`src/rtl/tickdiv_pkg.sv`:
```
package tickdiv_pkg;
  localparam int FIELD_W = 8;
  localparam int CFG_W   = 2 * FIELD_W;
  localparam int RATE_W  = FIELD_W + 1;
  localparam int ACC_W   = FIELD_W + 2;

  typedef logic [RATE_W-1:0] rate_t;
  typedef logic [ACC_W-1:0]  acc_t;

  typedef struct packed {
    logic [FIELD_W-1:0] ticks_m1;
    logic [FIELD_W-1:0] clks_m1;
  } ratio_t;

  // n+1 decode of a stored field
  function automatic rate_t plus_one(logic [FIELD_W-1:0] f);
    return rate_t'({1'b0, f}) + rate_t'(1);
  endfunction

  // rate saturates at one tick per clock
  function automatic logic is_capped(rate_t num, rate_t den);
    return num >= den;
  endfunction
endpackage

```
`src/rtl/tickdiv_ratio_reg.sv`:
```
module tickdiv_ratio_reg
  import tickdiv_pkg::*;
#(
  parameter logic [CFG_W-1:0] CFG_RESET = 16'h000b
) (
  input  logic             clk,
  input  logic             rst_n,
  input  logic             we,
  input  logic [CFG_W-1:0] wdata,
  output rate_t            num,
  output rate_t            den
);
  ratio_t ratio_q;

  always_ff @(posedge clk) begin
    if (!rst_n)  ratio_q <= ratio_t'(CFG_RESET);
    else if (we) ratio_q <= ratio_t'(wdata);
  end

  assign num = plus_one(ratio_q.ticks_m1);
  assign den = plus_one(ratio_q.clks_m1);
endmodule

```
`src/rtl/tickdiv_accum.sv`:
```
module tickdiv_accum
  import tickdiv_pkg::*;
(
  input  logic  clk,
  input  logic  rst_n,
  input  logic  clr,
  input  rate_t num,
  input  rate_t den,
  output logic  tick,
  output acc_t  acc,
  output logic  capped
);
  acc_t sum;
  acc_t acc_nxt;
  logic hit;

  always_comb begin
    capped  = is_capped(num, den);
    sum     = acc + acc_t'(num);
    hit     = capped || (sum >= acc_t'(den));
    if (capped)   acc_nxt = '0;
    else if (hit) acc_nxt = sum - acc_t'(den);
    else          acc_nxt = sum;
  end

  always_ff @(posedge clk) begin
    if (!rst_n || clr) begin
      acc  <= '0;
      tick <= 1'b0;
    end else begin
      acc  <= acc_nxt;
      tick <= hit;
    end
  end
endmodule

```
`src/rtl/tickdiv_counter.sv`:
```
module tickdiv_counter #(
  parameter int CNT_W = 32
) (
  input  logic             clk,
  input  logic             rst_n,
  input  logic             inc,
  output logic [CNT_W-1:0] count
);
  always_ff @(posedge clk) begin
    if (!rst_n)   count <= '0;
    else if (inc) count <= count + CNT_W'(1);
  end
endmodule

```
`src/rtl/tickdiv_top.sv`:
```
module tickdiv_top
  import tickdiv_pkg::*;
#(
  parameter int               CNT_W     = 32,
  parameter logic [CFG_W-1:0] CFG_RESET = 16'h000b
) (
  input  logic             clk,
  input  logic             rst_n,
  input  logic             cfg_we,
  input  logic [CFG_W-1:0] cfg_wdata,
  output logic             tick_o,
  output logic [CNT_W-1:0] us_count_o
);
  rate_t num_w;
  rate_t den_w;
  acc_t  acc_w;
  logic  cap_w;
  logic  tick_w;

  tickdiv_ratio_reg #(.CFG_RESET(CFG_RESET)) u_ratio (
    .clk(clk), .rst_n(rst_n), .we(cfg_we), .wdata(cfg_wdata),
    .num(num_w), .den(den_w)
  );

  tickdiv_accum u_accum (
    .clk(clk), .rst_n(rst_n), .clr(cfg_we), .num(num_w), .den(den_w),
    .tick(tick_w), .acc(acc_w), .capped(cap_w)
  );

  tickdiv_counter #(.CNT_W(CNT_W)) u_count (
    .clk(clk), .rst_n(rst_n), .inc(tick_w), .count(us_count_o)
  );

  assign tick_o = tick_w;
endmodule

```
`config.mk`:
```
export PLATFORM = sky130hd
export DESIGN_NAME = tickdiv_top
export DESIGN_NICKNAME = d
export VERILOG_FILES = /design/src/rtl/tickdiv_pkg.sv /design/src/rtl/tickdiv_ratio_reg.sv /design/src/rtl/tickdiv_accum.sv /design/src/rtl/tickdiv_counter.sv /design/src/rtl/tickdiv_top.sv
export SDC_FILE = /design/constraint.sdc
export NUM_CORES = 1
export LEC_CHECK = 0
export ABC_AREA = 1
export CAP_MARGIN = 10
export CORE_UTILIZATION = 35
export DETAILED_ROUTE_END_ITERATION = 10
export GPL_ROUTABILITY_DRIVEN = 1
export PLACE_DENSITY = 0.56
export SLEW_MARGIN = 20
export SYNTH_ARGS = -nofsm -noshare
export SYNTH_HDL_FRONTEND = slang
export SYNTH_HIERARCHICAL = 1
export SYNTH_SLANG_ARGS = --single-unit
```
`constraint.sdc`:
```
create_clock -name clk -period 9.9 [get_ports clk]
set_clock_uncertainty 0.1 [all_clocks]
set_input_delay 2.475 -clock clk [delete_from_list [all_inputs] [get_ports clk]]
set_output_delay 2.475 -clock clk [all_outputs]
set_load 0.05 [all_outputs]
```
==> key figures, run 1 <==
Clock network
  • Clock Sinks: between 50 and 60
  • Maximum buffer depth of the clock tree: 2
  • H-tree levels: 3
  • Worst-skew pair later-pin latency: between 0.3 and 0.4 ns
  • Root buffer cell: clkbuf_16
  • Cts hold-fix bufs: 0
  • CTS tree: built
  • Reg clk slew, reported paths: 0.05 ns
  • Post-CTS setup buffer count: 0
  • TritonCTS Buffers: 9
  • Post-CTS resize count: 0

Synth
  • Top-area cell type share of the netlist area: 0.277
  • Async SR Flop Fraction: 0
  • Netlist cell types: 39
  • Mean Syn Cell Area: approximately 6.7 um2
  • Post-synth top flop: dfxtp_1
  • Syn. warnings: 6
  • Sequential share of the synthesized area: 0.277
  • Post-Synthesis Cells: 635
  • Syn_nets: 686
  • EDFF count, synth: 0
  • Synth Register Bits: 59
  • Synth top area cells: dfxtp_1, nand2_1, ha_1, nor2_1, inv_1
  • Leading area contributor after synthesis: dfxtp_1
  • Post-Syn Area: between 0.004 and 0.005 mm2

Place
  • Placed Cells incl. Taps: between 800 and 900
  • GPL Wtd Cong: 0.812
  • Post-detail-place hpwl: roughly 8100 um
  • Port buffer count: just over 50

Power and ir drop
  • Pwr dens: between 150 and 200 mW/mm2
  • P_leak: around 2.4 nW
  • Worst vdd ir: approximately 0.070 mV
  • Total chip power: 1.00 mW

Setup path
  • Depth of the worst register-to-register path: 23
  • Number of cells on the critical path: 1
  • Critical Path, Cell by Cell: clkdlybuf4s50_1
  • Crit Path Class: reg -> out
  • Crit start category: flip-flop
  • Crit. End Element: output port
  • Top delay family on crit path: buffers and inverters
  • Slowest CP cell: clkdlybuf4s50_1
  • Crit path arrival time: approximately 1.8 ns
  • Critical Path RT: about 7.3 ns
  • Crit-path max FO: 9
  • Crit path buffers/inverters: 1
  • CP peak stage delay: roughly 0.89 ns

Hold path
  • Hold crit path type: reg -> reg
  • Hold path cells: 2

STA
  • Max_slew headroom: 0.636
  • Hold Vio Cnt, Final: 0
  • RSZ-0062 raised after global routing: no
  • Final worst path period share: 0.440
  • Fin. max-slew vios: 0
  • Min cycle time layout: between 4 and 5 ns
  • Setup Viol. Count Final: 0
  • F_max: roughly 230 MHz
  • Final Hold Slack: 0.398 ns
  • Tightest Pin Transition: ~0.54 ns
  • Final TNS setup: 0 ns

Finish
  • Area Growth Syn to Fin: 22.0%
  • NumNets Final: roughly 740
  • ANT cells: 0
  • Fin cells: 838
  • Final core utilization: 0.446
  • Share of layout cells above drive strength 1: 0.109

Global route
  • Grt total ovfl: 0
  • Global-route wire length before repair: ~18000 um
  • GR Util met3: 0.0356
  • M2 GR Usage: 0.304
  • GR peak layer: met2
  • Vias in the first global route: slightly below 4000
  • Met1 global-route usage: 0.231
  • Initial antenna violation count: 0
  • Largest net degree at the start of global routing: between 40 and 50
  • Total track usage: 0.182

Detailed routing
  • # DRC: 0
  • Drt pass-1 iters: 4
  • Iter 0 DRT Violations: between 100 and 150
  • Routed vias/inst: approximately 4.8
  • Drt wl/cell: 12.6 um
  • Vias: 4000
  • WL final: about 11000 um
  • Antenna viol nets, final: 0

Die
  • Die width: 112 um
  • Io pins: 52
  • DIE AREA: between 0.01 and 0.015 mm2
  • Die height: between 100 and 150 um
  • Core Area: roughly 0.012 mm2
  • Initial Util: 0.366
  • Row cnt: 39

Status
  • Status: finished, final reports clean

Run
  • Maximum capacitance violations: 0
[routing by layer]
metal  share of wire  vias to the layer above  wire (um)
li1                -                     2137          -
met1            0.49                     1767       5130
met2            0.46                       80       4820
met3           0.034                       16        361
met4           0.021                        0        223
met5               0                        -          0
[path summary, 6_finish.rpt]
path,to,slack (ns),startpoint
setup reg to reg,u_accum/acc[7],6.00,u_ratio/ratio_q[9]
hold reg to reg,u_ratio/ratio_q[4],0.40,u_ratio/ratio_q[4]
setup / recovery,tick_o,5.54,u_accum/tick
hold / removal,u_ratio/ratio_q[4],0.40,u_ratio/ratio_q[4]
[cell usage after synthesis, types with 2 or more instances]
| cell type | number |
|---|---|
| inv_2 | 3 |
| nand3_1 | 38 |
| a21oi_2 | 3 |
| nor2_4 | 7 |
| nor2_1 | 89 |
| nor2_8 | 2 |
| nand2_1 | 152 |
| dfxtp_1 | 59 |
| buf_2 | 2 |
| a21oi_1 | 37 |
| a21o_1 | 2 |
| o21ai_0 | 23 |
| o21bai_1 | 2 |
| inv_1 | 82 |
| fa_1 | 2 |
| nor2_2 | 18 |
| nand4_1 | 12 |
| o211ai_1 | 3 |
| xnor2_1 | 12 |
| nand3b_1 | 4 |
| ha_1 | 30 |
| xor2_1 | 10 |
| and3_1 | 2 |
| nand3_4 | 2 |
| nand3_2 | 5 |
| o21a_1 | 3 |
| nand2_2 | 16 |
| buf_4 | 4 |
[power by group]
part | switching, mW | internal [mW]
sequential | 0.0152 | 0.257
combinational | 0.256 | 0.159
clock | 0.116 | 0.200
[sequential cells by signal (all words and copies together), names as in the netlist]
name,flops
u_accum/acc,10
u_accum/tick,1
u_count/count,32
u_ratio/ratio_q,16
[placed cells by master (no fill, tap or decap), types with 4 or more instances in the layout]
cell type / synthesis / final
nand2_1: 152 / 152
nor2_1: 89 / 89
xnor2_1: 12 / 12
clkbuf_16: 0 / 9
inv_1: 82 / 82
nand3_1: 38 / 38
o21ai_0: 23 / 23
xor2_1: 10 / 10
nand3b_1: 4 / 4
nand2_2: 16 / 16
nand4_1: 12 / 12
dfxtp_1: 59 / 59
nor2_2: 18 / 18
ha_1: 30 / 30
clkdlybuf4s50_1: 0 / 51
a21oi_1: 37 / 37
nand3_2: 5 / 5
nor2_4: 7 / 7
[final cells by class]
class / count / area (um2)
clock inverter: 5 / 52.6
multi-input combinational: 481 / 2700
timing repair buffer: 52 / 518
inverter: 87 / 329
clock buffer: 11 / 243
fill: 1212 / 6460
sequential: 59 / 1180
tap: 143 / 179
[metrics by stage]
step	instance area (um2)	setup WS, ns
floorplan	4260	6.55
global route	5200	5.47
CTS	5200	5.52
global placement	4910	5.75
detailed placement	4910	5.69
finish	5200	5.54
[logic make-up after synthesis]
kind of cell | share of synthesized area
simple gates | 0.386
buf+inv | 0.0901
compound gates | 0.104
flops | 0.277
fa+ha+maj | 0.0974
xor+xnor | 0.0452
(Power assumes the default switching activity.)
==> inputs of run 2 (changes only) <==
==> constraint.sdc (replaced) <==
create_clock -name clk -period 4.4 [get_ports clk]
set_clock_uncertainty 0.1 [all_clocks]
set_input_delay 1.1 -clock clk [delete_from_list [all_inputs] [get_ports clk]]
set_output_delay 1.1 -clock clk [all_outputs]
set_load 0.05 [all_outputs]
==> key figures, run 2 (synthesis results as in run 1) <==
Detailed routing
  • Antenna viol nets, final: 0
  • Drt pass-1 iters: 5
  • Iter 0 DRT Violations: approximately 120
  • WL final: 10300 um
  • # DRC: 0
  • Routed vias/inst: about 5
  • Vias: 4076
  • Drt wl/cell: 12.3 um

Hold path
  • Hold crit path type: reg -> reg
  • HP Start: u_ratio/ratio_q[4]
  • Hold path endpoint: u_ratio/ratio_q[4]
  • Hold path cells: 2

Finish
  • Biggest register: u_count/count
  • Largest register FFs: 32
  • Area Growth Syn to Fin: 22.7%
  • Commonest non-fill, non-tap cell in the layout: nand2_1
  • Biggest regs: u_count/count: 32 flops, u_ratio/ratio_q: 16 flops, u_accum/acc: 10 flops
  • Reg area: approximately 0.0012 mm2
  • ANT cells: 0
  • Fin cells: around 840
  • Share of layout cells above drive strength 1: 0.108
  • Filler instances: between 1000 and 1500
  • Most frequent cells in the layout: nand2_1, nor2_1, inv_1, dfxtp_1, clkdlybuf4s50_1
  • Design area: ~0.0052 mm2
  • Multi-input gate area: between 0.002 and 0.003 mm2
  • NumNets Final: between 700 and 800

Clock network
  • H-tree levels: 3
  • Post-CTS resize count: 0
  • CTS tree: built
  • Maximum buffer depth of the clock tree: 2
  • Reg clk slew, reported paths: ~0.05 ns
  • Post-CTS setup buffer count: 0
  • Root buffer cell: clkbuf_16
  • Worst-skew pair later-pin latency: 0.33 ns
  • Cts hold-fix bufs: 0
  • TritonCTS Buffers: 9
  • Clock Sinks: approximately 60

Global route
  • Grt total ovfl: 0
  • Global-route wire length before repair: 18200 um
  • Total track usage: 0.180
  • Vias in the first global route: a little over 4000
  • Largest net degree at the start of global routing: 23
  • Initial antenna violation count: 0

Run
  • Maximum capacitance violations: 0

STA
  • Hold Vio Cnt, Final: 0
  • RSZ-0062 raised after global routing: no
  • Setup Viol. Count Final: 0
  • Final worst path period share: 0.846
  • Max_slew headroom: 0.607
  • Fin. max-slew vios: 0
  • F_max: roughly 270 MHz
  • Final TNS setup: 0 ns
  • Min cycle time layout: approximately 3.7 ns
  • Tightest Pin Transition: 0.589 ns

Power and ir drop
  • Pwr dens: 441 mW/mm2
  • Worst vdd ir: around 0.19 mV
  • P_leak: roughly 2.4 nW
  • Total chip power: 2.30 mW

Setup path
  • Crit Path Class: reg -> reg
  • Critical Path RT: 4.52 ns
  • CP Launch Point: u_ratio/ratio_q[9]
  • Crit-path max FO: 18
  • Critical R2R Capture: u_accum/acc[9]
  • Crit path arrival time: 3.85 ns
  • Reg2Reg Setup Slack: about 0.68 ns
  • Depth of the worst register-to-register path: 21
  • Reg-to-reg critical path startpoint: u_ratio/ratio_q[9]
  • Crit. End Element: flip-flop
  • Crit start category: flip-flop

Die
  • DIE AREA: around 0.013 mm2
  • Io pins: 52
  • Initial Util: 0.366
  • Die height: approximately 110 um
  • Core Area: between 0.01 and 0.015 mm2
  • Die width: 112 um
  • Row cnt: 39

Place
  • Post-detail-place hpwl: roughly 8000 um
  • GPL Wtd Cong: 0.868
  • Port buffer count: between 50 and 60
  • Placed Cells incl. Taps: around 820
  • Placed inst area: between 0.004 and 0.005 mm2

Status
  • Status: finished, final reports clean
==> run 2: report_power, final <==
part	internal (mW)	switching (mW)
Sequential	0.579	0.0368
Combinational	0.356	0.568
Clock	0.520	0.244
Total	1.45	0.849
==> run 2: layer usage <==
metal	part of all wire	global-route usage	vias to the layer above
li1	-	-	2138
met1	0.47	0.212	1842
met2	0.47	0.311	80
met3	0.040	0.0367	16
met4	0.020	0.0924	0
met5	0	0	-
==> run 2: how the worst max path moves through the flow <==
stage	slack (ns)	cells after the start	to
floorplan	1.05	23	u_accum/acc[7]
global placement	0.84	21	u_accum/acc[9]
detailed placement	0.71	21	u_accum/acc[9]
CTS	0.70	21	u_accum/acc[9]
global route	0.35	23	u_accum/acc[4]
finish	0.68	21	u_accum/acc[9]
==> run 2: area by class of cell <==
type / count / area share
well taps: 143 / 0.0342
repair buffers: 53 / 0.100
clock inverters: 2 / 0.0115
flip-flops and latches: 59 / 0.226
inverters: 87 / 0.0629
multi-input cells: 481 / 0.516
clock buffers: 12 / 0.0490
==> run 2: per-stage QoR <==
| step | hold slack (ns) | utilization | setup slack, ns |
|---|---|---|---|
| finish | 0.394 | 0.448 | 0.677 |
| global route | 0.426 | 0.448 | 0.353 |
| CTS | 0.396 | 0.448 | 0.699 |
| detailed placement | 0.388 | 0.421 | 0.708 |
| global placement | 0.385 | 0.421 | 0.838 |
| floorplan | 0.365 | - | 1.05 |
==> run 2: worst max-delay path: stages, from the launching register on <==
cell and delay, ns:
dfxtp_1 0.37, ha_1 0.22, nand2_2 0.10, nor2_2 0.10
xor2_1 0.25, ha_1 0.33, nand2_2 0.11, inv_2 0.03
nand2_1 0.05, nand2_1 0.07, a21oi_1 0.21, nor2_1 0.09
o21bai_1 0.12, nand2_1 0.09, ha_1 0.33, nand2_1 0.10
inv_1 0.05, a21oi_2 0.15, nand3_1 0.13, a21oi_4 0.18
nand3_4 0.21, and3_1 0.23
==> inputs of run 3 (changes only) <==
--- a/config.mk
+++ b/config.mk
@@ -10,7 +10,7 @@
 export CORE_UTILIZATION = 35
 export DETAILED_ROUTE_END_ITERATION = 10
 export GPL_ROUTABILITY_DRIVEN = 1
-export PLACE_DENSITY = 0.56
+export PLACE_DENSITY = 0.58
 export SLEW_MARGIN = 20
 export SYNTH_ARGS = -nofsm -noshare
 export SYNTH_HDL_FRONTEND = slang
==> constraint.sdc (replaced) <==
create_clock -name clk -period 3.3 [get_ports clk]
set_clock_uncertainty 0.1 [all_clocks]
set_input_delay 0.825 -clock clk [delete_from_list [all_inputs] [get_ports clk]]
set_output_delay 0.825 -clock clk [all_outputs]
set_load 0.05 [all_outputs]
==> key figures, run 3 (synthesis results as in run 1) <==
Status
  • Status: finished, violations left
  • Failing checks: setup timing

Finish
  • ANT cells: 0
  • Share of layout cells above drive strength 1: 0.226
  • Area Growth Syn to Fin: 37.2%
  • Final core utilization: 0.502
  • Fin cells: about 890
  • Biggest regs: u_count/count: 32 flops, u_ratio/ratio_q: 16 flops, u_accum/acc: 10 flops
  • Biggest register: u_count/count
  • NumNets Final: about 800
  • Design area: approximately 0.0059 mm2
  • Commonest non-fill, non-tap cell in the layout: nand2_1
  • Most frequent cells in the layout: nand2_1, nor2_1, inv_1, dfxtp_1, clkdlybuf4s50_1
  • Largest register FFs: 32

Setup path
  • Critical Path RT: 3.46 ns
  • Reg-to-reg critical path startpoint: u_ratio/ratio_q[9]
  • Critical R2R Capture: u_accum/acc[5]
  • Depth of the worst register-to-register path: 22
  • Critical Path, Cell by Cell: ha_4 > nand2_4 > nor2_4 > xor2_2 > ha_4 > a21oi_2 > nand2_1 > a21oi_2 > nor2_1 > o21bai_1 > nand2_2 > ha_4 > nand2_2 > nand2_2 > a21oi_2 > nand3_2 > a21oi_4 > buf_6 > nand3_4 > nand2_1 > nand2_1 > nor2_1
  • CP peak stage delay: approximately 0.37 ns
  • Crit path arrival time: roughly 3.6 ns
  • Crit-path max FO: 9
  • Crit start category: flip-flop
  • Reg2Reg Setup Slack: -0.10 ns
  • Setup crit end: u_accum/acc[5]
  • Crit. End Element: flip-flop
  • CP Launch Point: u_ratio/ratio_q[9]
  • Crit Path Class: reg -> reg
  • Slowest CP cell: dfxtp_4

STA
  • Min cycle time layout: around 3.4 ns
  • RSZ-0062 raised after global routing: yes
  • Final TNS setup: -0.834 ns
  • Tightest Pin Transition: 0.581 ns
  • Post-route setup slack: -0.103 ns
  • Hold Vio Cnt, Final: 0
  • Max_slew headroom: 0.612
  • F_max: around 300 MHz
  • Setup Viol. Count Final: 11
  • Final worst path period share: 1.03
  • Fin. max-slew vios: 0

Die
  • Die width: between 100 and 150 um
  • Row cnt: 39
  • Core Area: between 0.01 and 0.015 mm2
  • Die height: 112 um
  • DIE AREA: roughly 0.013 mm2
  • Initial Util: 0.366
  • Io pins: 52

Global route
  • Initial antenna violation count: 0
  • GR Util met3: 0.0356
  • Grt total ovfl: 0
  • Largest net degree at the start of global routing: 24
  • M2 GR Usage: 0.341
  • Total track usage: 0.191
  • GR peak layer: met2
  • Vias in the first global route: ~4200
  • Met1 global-route usage: 0.231
  • Global-route wire length before repair: roughly 19000 um

Place
  • Placed Cells incl. Taps: 857
  • Post-detail-place hpwl: roughly 8500 um
  • Port buffer count: around 50
  • Placed inst area: between 0.005 and 0.006 mm2
  • GPL Wtd Cong: ~0.83

Clock network
  • Cts hold-fix bufs: 0
  • TritonCTS Buffers: 9
  • Maximum buffer depth of the clock tree: 2
  • CTS tree: built
  • Root buffer cell: clkbuf_16
  • Worst-skew pair later-pin latency: 0.33 ns
  • Clock Sinks: 59
  • Reg clk slew, reported paths: roughly 0.050 ns
  • H-tree levels: 3

Run
  • Maximum capacitance violations: 0

Hold path
  • Hold crit path type: reg -> reg
  • Hold path cells: 2

Power and ir drop
  • Pwr dens: between 600 and 700 mW/mm2
  • Worst vdd ir: 0.234 mV
  • P_leak: about 2.6 nW
  • Total chip power: between 3 and 4 mW

Detailed routing
  • Antenna viol nets, final: 0
  • Iter 0 DRT Violations: between 150 and 200
  • Drt pass-1 iters: 5
  • Drt wl/cell: around 13 um
  • # DRC: 0
  • WL final: about 12000 um
  • Vias: about 4300
  • Routed vias/inst: 4.83
-- run 3: cell count changes in the layout (fill, tap and decap cells not counted), moves of 4 or more --
cell,before,now
nand2_1,152,142
buf_4,2,50
ha_4,0,9
nor2_2,18,22
nand2_2,16,23
nor2_1,89,84
ha_1,30,21
-- run 3: cell type report --
type                            instances  area (um2)
Sequential cell                        59        1190
Inverter                               87         329
Clock inverter                          2        12.5
Fill cell                            1138        5810
Multi-Input combinational cell        483        2970
Clock buffer                           13         250
Timing Repair Buffer                  104         920
Tap cell                              143         179
-- run 3: per-stage QoR --
| step | hold WS (ns) | setup slack [ns] |
|---|---|---|
| finish | 0.390 | -0.103 |
| detailed placement | 0.382 | -0.158 |
| global placement | 0.384 | -0.0911 |
| CTS | 0.391 | -0.0368 |
| floorplan | 0.365 | 0.0452 |
| global route | 0.424 | -0.267 |
-- run 3: timing repair --
| item | 4_1_cts | 5_1_grt |
|---|---|---|
| buffers inserted | 15 | 2 |
| setup endpoints to repair | 11 | 11 |
| gates cloned | 2 | 0 |
| pin swaps | 16 | 9 |
| gates resized for setup | 22 | 31 |
-- run 3: worst min-delay path by stage --
stage	from	endpoint	slack (ns)
floorplan	u_ratio/ratio_q[4]	u_ratio/ratio_q[4]	0.36
global placement	u_ratio/ratio_q[4]	u_ratio/ratio_q[4]	0.38
detailed placement	u_ratio/ratio_q[4]	u_ratio/ratio_q[4]	0.38
CTS	u_ratio/ratio_q[4]	u_ratio/ratio_q[4]	0.39
global route	u_count/count[10]	u_count/count[10]	0.42
finish	u_ratio/ratio_q[4]	u_ratio/ratio_q[4]	0.39
-- run 3: per-layer routing --
layer | wire length [um] | share of wire
met3 | 272 | 0.024
met2 | 5850 | 0.51
met1 | 5280 | 0.46
met5 | 0 | 0
met4 | 157 | 0.014
-- run 3: power by group --
group          leakage (nW)  switching (mW)  internal, mW
Combinational          2.03            1.02         0.873
Sequential            0.483          0.0593         0.771
Clock                 0.126           0.315         0.522
-- run 3: worst max-delay path: cells and delay by family, from the launching register on --
family	cells	cell delay, ns
fa+ha+maj	3	0.65
flops	1	0.37
compound gates	5	0.81
xor+xnor	1	0.22
simple gates	12	1.03
buf+inv	1	0.14
